`src/rtl/lcdscan_pkg.sv`:
```
`timescale 1ns/1ps
package lcdscan_pkg;

    // Two-bit drive code handed to the analog output switches
    typedef enum logic [1:0] {
        DRV_VSS    = 2'b00,
        DRV_MID_LO = 2'b01,
        DRV_MID_HI = 2'b10,
        DRV_VLCD   = 2'b11
    } drv_e;

    // Command byte as decoded by the upstream loader (MSB first)
    typedef struct packed {
        logic       set;
        logic       blank;
        logic [2:0] addr;
        logic       col_only;
        logic [1:0] mux_sel;
    } cmd_t;

    // Live scan configuration
    typedef struct packed {
        logic [1:0] mux_sel;
        logic       col_only;
        logic       blank;
        logic       set;
    } scan_cfg_t;

    function automatic logic [3:0] rows_of(input logic [1:0] m);
        return m[1] ? 4'd8 : (m[0] ? 4'd4 : 4'd2);
    endfunction

    function automatic drv_e row_drive(input logic sel, input logic pol);
        if (sel) return pol ? DRV_VSS : DRV_VLCD;
        return pol ? DRV_MID_HI : DRV_MID_LO;
    endfunction

    function automatic drv_e col_drive(input logic on, input logic pol);
        if (on) return pol ? DRV_VLCD : DRV_VSS;
        return pol ? DRV_MID_LO : DRV_MID_HI;
    endfunction

    function automatic int row_div(input int clk_hz, input int frame_hz, input int n);
        int d;
        d = clk_hz / (frame_hz * n);
        return (d < 1) ? 1 : d;
    endfunction

endpackage

```
`src/rtl/lcdscan_cfg.sv`:
```
`timescale 1ns/1ps
module lcdscan_cfg
    import lcdscan_pkg::*;
(
    input  logic      clk,
    input  logic      rst,
    input  logic      load_en,
    input  cmd_t      cmd,
    output scan_cfg_t cfg,
    output logic      restart
);
    logic resync;
    logic ratio_chg;

    always_comb begin
        resync    = load_en && cmd.set && cmd.blank;
        ratio_chg = load_en && (rows_of(cmd.mux_sel) != rows_of(cfg.mux_sel));
        restart   = resync || ratio_chg;
    end

    always_ff @(posedge clk) begin
        if (rst) begin
            cfg <= '{mux_sel: 2'b11, col_only: 1'b0, blank: 1'b0, set: 1'b0};
        end else if (load_en) begin
            cfg.mux_sel  <= cmd.mux_sel;
            cfg.col_only <= cmd.col_only;
            cfg.blank    <= cmd.blank && !cmd.set;
            cfg.set      <= cmd.set && !cmd.blank;
        end
    end

    // a resynchronise leaves neither override active
    a_r9_resync_clears: assert property (@(posedge clk) disable iff (rst)
        (load_en && cmd.set && cmd.blank) |=> (!cfg.blank && !cfg.set));

    // the two overrides are never live at once
    a_r8_override_exclusive: assert property (@(posedge clk) disable iff (rst)
        !(cfg.blank && cfg.set));

endmodule

```
`src/rtl/lcdscan_mem.sv`:
```
`timescale 1ns/1ps
module lcdscan_mem #(
    parameter int WORD_W = 60,
    parameter int DEPTH  = 8,
    localparam int AW    = $clog2(DEPTH)
) (
    input  logic              clk,
    input  logic              rst,
    input  logic              wr_en,
    input  logic [AW-1:0]     wr_addr,
    input  logic [WORD_W-1:0] wr_data,
    input  logic [AW-1:0]     rd_addr,
    output logic [WORD_W-1:0] rd_data
);
    logic [WORD_W-1:0] store [DEPTH];

    always_ff @(posedge clk) begin
        if (rst) begin
            for (int i = 0; i < DEPTH; i++) store[i] <= '0;
        end else if (wr_en) begin
            store[wr_addr] <= wr_data;
        end
    end

    assign rd_data = store[rd_addr];

endmodule

```
`src/rtl/lcdscan_timebase.sv`:
```
`timescale 1ns/1ps
module lcdscan_timebase
    import lcdscan_pkg::*;
#(
    parameter int CLK_HZ   = 1_000_000,
    parameter int FRAME_HZ = 55,
    parameter int ROW_W    = 3
) (
    input  logic             clk,
    input  logic             rst,
    input  logic             restart,
    input  logic [3:0]       rows,
    input  logic             col_only,
    input  logic             fr_in,
    output logic [ROW_W-1:0] row,
    output logic             ipol,
    output logic             pol
);
    localparam int DIV2  = row_div(CLK_HZ, FRAME_HZ, 2);
    localparam int DIV4  = row_div(CLK_HZ, FRAME_HZ, 4);
    localparam int DIV8  = row_div(CLK_HZ, FRAME_HZ, 8);
    localparam int DIV_W = $clog2(DIV2 + 1);

    logic [DIV_W-1:0] div_q;
    logic [DIV_W-1:0] lim;
    logic             tick;
    logic             last_row;
    logic             fr_s1, fr_s2;

    always_comb begin
        case (rows)
            4'd2:    lim = DIV_W'(DIV2 - 1);
            4'd4:    lim = DIV_W'(DIV4 - 1);
            default: lim = DIV_W'(DIV8 - 1);
        endcase
        tick     = (div_q == lim);
        last_row = (int'(row) == int'(rows) - 1);
    end

    always_ff @(posedge clk) begin
        if (rst || restart) begin
            div_q <= '0;
            row   <= '0;
            ipol  <= 1'b0;
        end else if (tick) begin
            div_q <= '0;
            if (last_row) begin
                row  <= '0;
                ipol <= !ipol;
            end else begin
                row <= row + 1'b1;
            end
        end else begin
            div_q <= div_q + 1'b1;
        end
    end

    always_ff @(posedge clk) begin
        if (rst) begin
            fr_s1 <= 1'b0;
            fr_s2 <= 1'b0;
        end else begin
            fr_s1 <= fr_in;
            fr_s2 <= fr_s1;
        end
    end

    assign pol = col_only ? fr_s2 : ipol;

    // the row index never leaves the active ratio
    a_r3_row_in_range: assert property (@(posedge clk) disable iff (rst)
        int'(row) < int'(rows));

    // the row only steps by one or falls back to row 0
    a_r3_row_step: assert property (@(posedge clk) disable iff (rst)
        (row != $past(row)) |-> (row == '0 || row == $past(row) + 1'b1));

    // the internal polarity only flips as a frame starts
    a_r4_pol_at_wrap: assert property (@(posedge clk) disable iff (rst)
        (ipol != $past(ipol)) |-> (row == '0));

endmodule

```
`src/rtl/lcdscan_drive.sv`:
```
`timescale 1ns/1ps
module lcdscan_drive
    import lcdscan_pkg::*;
#(
    parameter int NUM_OUT = 60,
    parameter int ROW_W   = 3
) (
    input  logic                 clk,
    input  logic                 rst,
    input  scan_cfg_t            cfg,
    input  logic [ROW_W-1:0]     row,
    input  logic                 pol,
    input  logic [NUM_OUT-1:0]   word,
    output logic [2*NUM_OUT-1:0] drv
);
    logic [3:0] n_rows;
    assign n_rows = rows_of(cfg.mux_sel);

    for (genvar k = 0; k < NUM_OUT; k++) begin : g_out
        logic b2, b4, b8;
        logic bit_sel, on, is_row;
        drv_e code;

        if (k >= 2) begin : g_b2
            assign b2 = word[k-2];
        end else begin : g_b2z
            assign b2 = 1'b0;
        end
        if (k >= 4) begin : g_b4
            assign b4 = word[k-4];
        end else begin : g_b4z
            assign b4 = 1'b0;
        end
        if (k >= 8) begin : g_b8
            assign b8 = word[k-8];
        end else begin : g_b8z
            assign b8 = 1'b0;
        end

        always_comb begin
            if (cfg.col_only) begin
                bit_sel = word[k];
            end else begin
                case (n_rows)
                    4'd2:    bit_sel = b2;
                    4'd4:    bit_sel = b4;
                    default: bit_sel = b8;
                endcase
            end
            if (cfg.blank)    on = 1'b0;
            else if (cfg.set) on = 1'b1;
            else              on = bit_sel;
            is_row = !cfg.col_only && (k < int'(n_rows));
            code   = is_row ? row_drive(int'(row) == k, pol) : col_drive(on, pol);
        end

        assign drv[2*k +: 2] = code;
    end

    // blank leaves the last output (always a column) at a bias level
    a_r8_blank_off: assert property (@(posedge clk) disable iff (rst)
        cfg.blank |-> (drv[2*NUM_OUT-1] != drv[2*NUM_OUT-2]));

    // set drives the last output to a rail
    a_r8_set_on: assert property (@(posedge clk) disable iff (rst)
        cfg.set |-> (drv[2*NUM_OUT-1] == drv[2*NUM_OUT-2]));

endmodule

```
`src/rtl/lcdscan_top.sv`:
```
`timescale 1ns/1ps
module lcdscan_top
    import lcdscan_pkg::*;
#(
    parameter int NUM_OUT  = 60,
    parameter int MAX_ROWS = 8,
    parameter int CLK_HZ   = 1_000_000,
    parameter int FRAME_HZ = 55,
    localparam int ROW_W   = $clog2(MAX_ROWS)
) (
    input  logic                 clk,
    input  logic                 rst,
    input  logic                 load_en,
    input  logic [NUM_OUT-1:0]   load_word,
    input  logic [7:0]           load_cmd,
    input  logic                 fr_in,
    output logic [2*NUM_OUT-1:0] drv_code,
    output logic                 fr_out,
    output logic                 fr_oe,
    output logic [ROW_W-1:0]     scan_row
);
    cmd_t             cmd;
    scan_cfg_t        cfg;
    logic             restart;
    logic [ROW_W-1:0] row;
    logic             ipol, pol;
    logic [NUM_OUT-1:0] cur_word;

    assign cmd = cmd_t'(load_cmd);

    lcdscan_cfg u_cfg (
        .clk     (clk),
        .rst     (rst),
        .load_en (load_en),
        .cmd     (cmd),
        .cfg     (cfg),
        .restart (restart)
    );

    lcdscan_mem #(.WORD_W(NUM_OUT), .DEPTH(MAX_ROWS)) u_mem (
        .clk     (clk),
        .rst     (rst),
        .wr_en   (load_en),
        .wr_addr (cmd.addr[ROW_W-1:0]),
        .wr_data (load_word),
        .rd_addr (row),
        .rd_data (cur_word)
    );

    lcdscan_timebase #(.CLK_HZ(CLK_HZ), .FRAME_HZ(FRAME_HZ), .ROW_W(ROW_W)) u_tb (
        .clk      (clk),
        .rst      (rst),
        .restart  (restart),
        .rows     (rows_of(cfg.mux_sel)),
        .col_only (cfg.col_only),
        .fr_in    (fr_in),
        .row      (row),
        .ipol     (ipol),
        .pol      (pol)
    );

    lcdscan_drive #(.NUM_OUT(NUM_OUT), .ROW_W(ROW_W)) u_drv (
        .clk  (clk),
        .rst  (rst),
        .cfg  (cfg),
        .row  (row),
        .pol  (pol),
        .word (cur_word),
        .drv  (drv_code)
    );

    assign fr_out   = cfg.col_only ? 1'b0 : ipol;
    assign fr_oe    = !cfg.col_only;
    assign scan_row = row;

    // a ratio change puts the scan back on row 0
    a_r10_ratio_restart: assert property (@(posedge clk) disable iff (rst)
        (load_en && (rows_of(cmd.mux_sel) != rows_of(cfg.mux_sel))) |=> (scan_row == '0));

    // the frame pin is released in column-only mode
    a_r7_fr_release: assert property (@(posedge clk) disable iff (rst)
        (load_en && cmd.col_only) |=> (!fr_oe && !fr_out));

endmodule

```
`config.mk`:
```
export PLATFORM = sky130hd
export DESIGN_NAME = lcdscan_top
export DESIGN_NICKNAME = d
export VERILOG_FILES = /design/src/rtl/lcdscan_pkg.sv /design/src/rtl/lcdscan_cfg.sv /design/src/rtl/lcdscan_mem.sv /design/src/rtl/lcdscan_timebase.sv /design/src/rtl/lcdscan_drive.sv /design/src/rtl/lcdscan_top.sv
export SDC_FILE = /design/constraint.sdc
export NUM_CORES = 1
export LEC_CHECK = 0
export ABC_AREA = 1
export CAP_MARGIN = 30
export CORE_ASPECT_RATIO = 0.7
export CORE_MARGIN = 2
export CORE_UTILIZATION = 39
export CTS_CLUSTER_SIZE = 24
export DETAILED_ROUTE_END_ITERATION = 7
export DONT_BUFFER_PORTS = 1
export PLACE_DENSITY = 0.53
export SETUP_SLACK_MARGIN = 0.5
export SKIP_LAST_GASP = 1
export SYNTH_ARGS = -nofsm -noshare
export SYNTH_HDL_FRONTEND = slang
export SYNTH_HIERARCHICAL = 1
export SYNTH_SLANG_ARGS = --single-unit
```
`constraint.sdc`:
```
create_clock -name clk -period 7.5 [get_ports clk]
set_input_delay 0 -clock clk [delete_from_list [all_inputs] [get_ports clk]]
set_output_delay 0 -clock clk [all_outputs]
set_load 0.1 [all_outputs]
```
Word-level counts from Yosys, hierarchy flattened --
Memory sizes are Yosys's and may differ from the RTL's. A register that Yosys moved wholly into a read port is not among the register bits. Cells that the tools add are included.
Operators by class: bitwise logic cells 0, div/mod/pow operators 0, order comparisons 15, equality and inequality tests 12, add/subtract/negate cells 3, mux-type cells 479, reductions and logical operators 30, $mul 0, shifts and indexed selects 0
Operator list (number):
- $mux W2 | 155
- $mux W1 | 258
- $pmux W1 S2 | 56
- $mux W60 | 1
- $reduce_or A60 Y1 | 1
- $eq A4 B32 Y1 | 1
- $lt A4 B4 Y1 const A | 7
- $pmux W14 S2 | 1
- $logic_and A1 B1 Y1 | 20
- $mux W3 | 6
- $lt A3 B4 Y1 const A | 4
- $add A14 B1 Y14 const B | 1
- $eq A14 B14 Y1 | 1
- $eq A3 B3 Y1 const B | 4
- $lt A1 B4 Y1 const A | 2
- $lt A2 B4 Y1 const A | 2
- $mux W4 | 2
- $eq A3 B2 Y1 const B | 2
- $sub A4 B1 Y5 const B | 1
- $eq A4 B2 Y1 const B | 1
- $eq A4 B3 Y1 const B | 1
- $logic_not A1 Y1 | 4
- $ne A4 B4 Y1 | 1
- $add A3 B1 Y3 const B | 1
- 5 further kinds | 6
Word-level totals: ROM bits 0, output and inout bits 125, word-level logic and storage cells 549, bits in latches 0, memory bits (writable) 480, register bits after elaboration 25, memories 1
Memory list:
- u_mem.store | depth 8, bits a word 60, rd ports 1, clocked after Yosys merged registers in 1, write ports 8, RTL line lcdscan_mem.sv:15 | logic [WORD_W-1:0] store [DEPTH];

Depth between registers and ports, before layout --
depth in word-level cells 10, gate-level depth with buffers 18

Hierarchy --
The synthesis kept the hierarchy.
Modules (own cells, without submodules):
- lcdscan_mem | area each 23651.4 µm², cells each 2691, instances 1, seq. area each 14413.8 µm²
- lcdscan_drive | area each 3613.5 µm², cells each 803, instances 1, seq. area each 0.0 µm²
- lcdscan_timebase | area each 1222.4 µm², cells each 180, instances 1, seq. area each 400.4 µm²
- lcdscan_cfg | area each 221.5 µm², cells each 33, instances 1, seq. area each 100.1 µm²
- lcdscan_top | area each 28.8 µm², cells each 7, instances 1, seq. area each 0.0 µm²

Least setup slack after synthesis --
OpenSTA, ideal clock, no wires.
kind register to output, start point reg u_cfg/cfg[2] (netlist name), end point out drv_code[10], path buffers 3, data required time 7500 ps, data arrival time 6596 ps, path slack 904 ps, stages on the path, launching flop included 7, cell sequence dfxtp_1 > o21ai_0 > buf_2 > clkinv_1 > clkbuf_1 > o21ai_0 > buf_4
RTL lines:
- $mux W1 * | RTL line lcdscan_timebase.sv:68 | assign pol = col_only ? fr_s2 : ipol;
- via pol | RTL line lcdscan_top.sv:26 | logic ipol, pol;
- $mux W2 (on tied branches) (2 in series) | RTL line lcdscan_pkg.sv:39, lcdscan_pkg.sv:34
- $mux W2 (on tied branches) | RTL line lcdscan_pkg.sv:40, lcdscan_pkg.sv:35
- $mux W2 * | RTL line lcdscan_drive.sv:54 | code = is_row ? row_drive(int'(row) == k, pol) : col_drive(on, pol);
- end, declared | RTL line lcdscan_top.sv:17 | output logic [2*NUM_OUT-1:0] drv_code,
The timed path passes the listed nets; every way through them passes the cells marked *. The select of a mux whose other input is x is not followed.

Worst setup path after layout --
start point reg u_cfg/cfg[2] (netlist name), end point out drv_code[64]
Between the ends: cells in the longest elaborated chain, start to end 5
RTL lines:
- $mux W1 | RTL line lcdscan_drive.sv:41 | if (cfg.col_only) begin
- $mux W1 | RTL line lcdscan_drive.sv:51 | else if (cfg.set) on = 1'b1;
- $mux W1 | RTL line lcdscan_drive.sv:50 | if (cfg.blank) on = 1'b0;
- $mux W1 | RTL line lcdscan_pkg.sv:39 | if (on) return pol ? DRV_VLCD : DRV_VSS;
- $mux W2 * | RTL line lcdscan_pkg.sv:40 | return pol ? DRV_MID_LO : DRV_MID_HI;
Every way passes the cells marked *; elsewhere a longest branch is shown, timed or not. The select of a mux whose other input is x is not followed.

==> impl_metrics.csv <==
group,metric,value,unit
outcome,status,"completed",
placement,place.gp.congestion,0.8425,
detailed_routing,wl,88.89,mm
timing,fin_skew,3.326,ps
grt,grt_max_degree,142,
setup_path,setup.worst_path.class,"register to output port",
timing,fmax,0.1674,GHz
grt,grt_pass1_wl,133.6,mm
timing,min_period_over_period,0.7965,
clock_network,htreeDepth,2,
final_layout,area_growth,9.060,%
final_layout,final.fill_count,7367,
clock_network,worstSkewPairLatency,620,ps
clock_network,cts_resized,0,
detailed_routing,first_iter_violations,2217,
grt,grt_pass1_vias,20530,
timing,tightest_slew,1056,ps
detailed_routing,first_pass_iters,5,
yosys,ys_ff_latch,505,
yosys,ys_types,34,
yosys,synth_seq_area_share,0.5190,
detailed_routing,drcViolationCount,0,
placement,io_buffers,0,
power,ir_drop,0.1508,mV
power,seq_power_share,0.464,
power,intPower,4.938,mW
detailed_routing,ant_nets,0,
power,combinationalPowerShare,0.164,
yosys,synth-edff-count,480,
yosys,syn_area,0.02874,mm2
flow_run,maxCapViolations,0,
die,start_util,0.3931,
timing,setup_viol,0,
clock_network,cts_buffer_depth,3,
die,die_h,231.1,um
die,io_pins,197,
clock_network,clk_pin_slew,60,ps
yosys,yosysTopAreaCellShare,0.5016,
yosys,yosysMostFrequentCell,"nand2_1",
detailed_routing,viasPerCell,4.860,
timing,slew_viol_final,0,
timing,final.min_clock_period,5974,ps
timing,whs,48.08,ps
die,fp-row-count,83,
yosys,yosys.area.top_type,"edfxtp_1",
final_layout,stdcell_count,4655,
yosys,ys.flop_type,"edfxtp_1",
placement,dpl.hpwl,49.03,mm
setup_path,critPathLaunchType,"register",
die,die_x,328.4,um
power,switching_share,0.3060,
grt,grt_overflow,0,
setup_path,r2r_cells,8,
timing,hold_viol,0,
placement,place_inst,4479,
setup_path,endpoint_kind,"output port",
clock_network,cts_tree,"done",
yosys,synthCells,3714,
hold_path,hold_class,"input pin to register",
clock_network,root_buffer,"clkbuf_16",
detailed_routing,post_drt_wl_per_cell,19.09,um
yosys,syn_avg_cell_area,7.738,um2
yosys,ys_top_cells_by_count,"1255 x nand2_1, 592 x inv_1, 522 x nor2_1",
grt,antenna_found_initial,6,
timing,slew-limit-headroom,0.2960,
detailed_routing,num_vias,22620,
setup_path,cp.arrival,5970,ps
final_layout,nNetsFinal,3711,
clock_network,numCtsBuffers,54,
power,p_sw,2.177,mW
grt,track_usage,0.2333,
setup_path,crit_required,7500,ps
yosys,yosys-top-cells-area,"edfxtp_1 50%, nand2_1 16%, inv_1 7.7%, nand3_1 7.4%, nor2_1 6.8%",
timing,fin_tns_setup,0,ps
clock_network,cts_sinks,505,
hold_path,holdPathStages,3,
timing,rsz0062_at_grt,"false",
yosys,synthArstFlopShare,0,
yosys,yosys_warnings,6,
die,core-area,0.07311,mm2
power,powerDensity,227.0,mW/mm2
power,leakagePower,15.08,nW
setup_path,critPathMaxFanout,68,
final_layout,layout-drive-gt1-share,0.05305,
power,clockPowerShare,0.372,
die,dieArea,0.07591,mm2
==> through the flow <==
stage	power, mW	setup slack, ps	util	cell area [um2]
2_1_floorplan	4.266	904.3	-	28740
3_3_place_gp	4.470	2133	0.3927	28710
3_5_place_dp	4.484	2151	0.3948	28870
4_1_cts	7.167	1487	0.4286	31340
5_1_grt	7.382	1310	0.4286	31340
6_report	7.115	1526	0.4287	31340
==> flip-flops by register name, summed over array words and instances (netlist names) <==
name and count:
u_cfg/cfg 5, u_mem/store 480, u_tb/div_q 14, u_tb/fr_s1 1, u_tb/fr_s2 1, u_tb/ipol 1
u_tb/row 3
==> cells in the final DEF, fill, tap and decap left out, types with 4 or more instances in the layout <==
| master | count |
|---|---|
| nand2_1 | 1247 |
| inv_1 | 591 |
| nor2_1 | 521 |
| edfxtp_1 | 480 |
| nand3_1 | 425 |
| dlygate4sd3_1 | 76 |
| a21oi_1 | 66 |
| clkbuf_16 | 55 |
| buf_4 | 40 |
| nand2_4 | 19 |
| dfxtp_1 | 18 |
| clkinv_1 | 12 |
| clkbuf_1 | 12 |
| nor2_2 | 11 |
| clkinv_2 | 10 |
| inv_2 | 9 |
| buf_16 | 6 |
| buf_12 | 5 |
| a21oi_2 | 5 |
| o21ai_0 | 5 |
| nor2_4 | 5 |
| nor3_1 | 5 |
| ha_1 | 5 |
| bufinv_16 | 4 |
| dfxtp_2 | 4 |
| o21ai_1 | 4 |
| xor2_1 | 4 |
==> power groups by stage <==
stage	Clock (mW)	Combinational [mW]	Sequential, mW
floorplan	0	0.911	3.35
global placement	0	1.11	3.36
detailed placement	0	1.12	3.36
CTS	2.70	1.16	3.30
global route	2.81	1.25	3.32
finish	2.65	1.17	3.30
==> layout make-up <==
| class | count | area (um2) | area share |
|---|---|---|---|
| sequential | 505 | 14930 | 0.4764 |
| multi-input combinational | 2344 | 9881 | 0.3153 |
| inverter | 602 | 2267 | 0.07234 |
| clock buffer | 67 | 1421 | 0.04535 |
| timing repair buffer | 127 | 1326 | 0.04232 |
| tap | 977 | 1222 | 0.03900 |
| clock inverter | 31 | 287.8 | 0.009182 |
| antenna | 2 | 5.005 | 0.0001597 |
==> what timing repair did <==
action,4_1_cts,5_1_grt
endpoints found under the hold margin,505,0
setup buffers,0,0
hold buffers,76,0
==> cell families after synthesis <==
kind of cell	after synthesis	share of synthesized area
and+or+nand+nor	2242	0.3177
buffers and inverters	866	0.1424
DFF	505	0.5190
AOI/OAI and AO/OA	84	0.01533
xor gates and xnor gates	11	0.003353
adders and majority gates	5	0.002177
other	1	0.0001305
==> layer usage <==
metal | GRT usage | share of wire | vias up
met1 | 0.3444 | 0.46 | 10450
met2 | 0.3611 | 0.44 | 848
met5 | 0 | 0.00064 | -
met4 | 0.05066 | 0.018 | 8
met3 | 0.03535 | 0.084 | 119
li1 | - | - | 11200
==> critical path, cell delays in order, from the launching register on <==
cell and delay [ps]:
dfxtp_2 430, buf_4 630, nand2_1 220, o21ai_4 130
buf_12 790, buf_12 650, buf_16 2100, buf_12 330
==> final timing paths <==
check | startpoint | to | slack (ps)
worst max-delay path | u_cfg/cfg[2] | drv_code[64] | 1530
worst min-delay path | fr_in | u_tb/fr_s1 | 50
worst max register to register | u_cfg/cfg[4] | u_tb/row[1] | 4320
worst min register to register | u_tb/fr_s1 | u_tb/fr_s2 | 440
(Power assumes the default switching activity.)
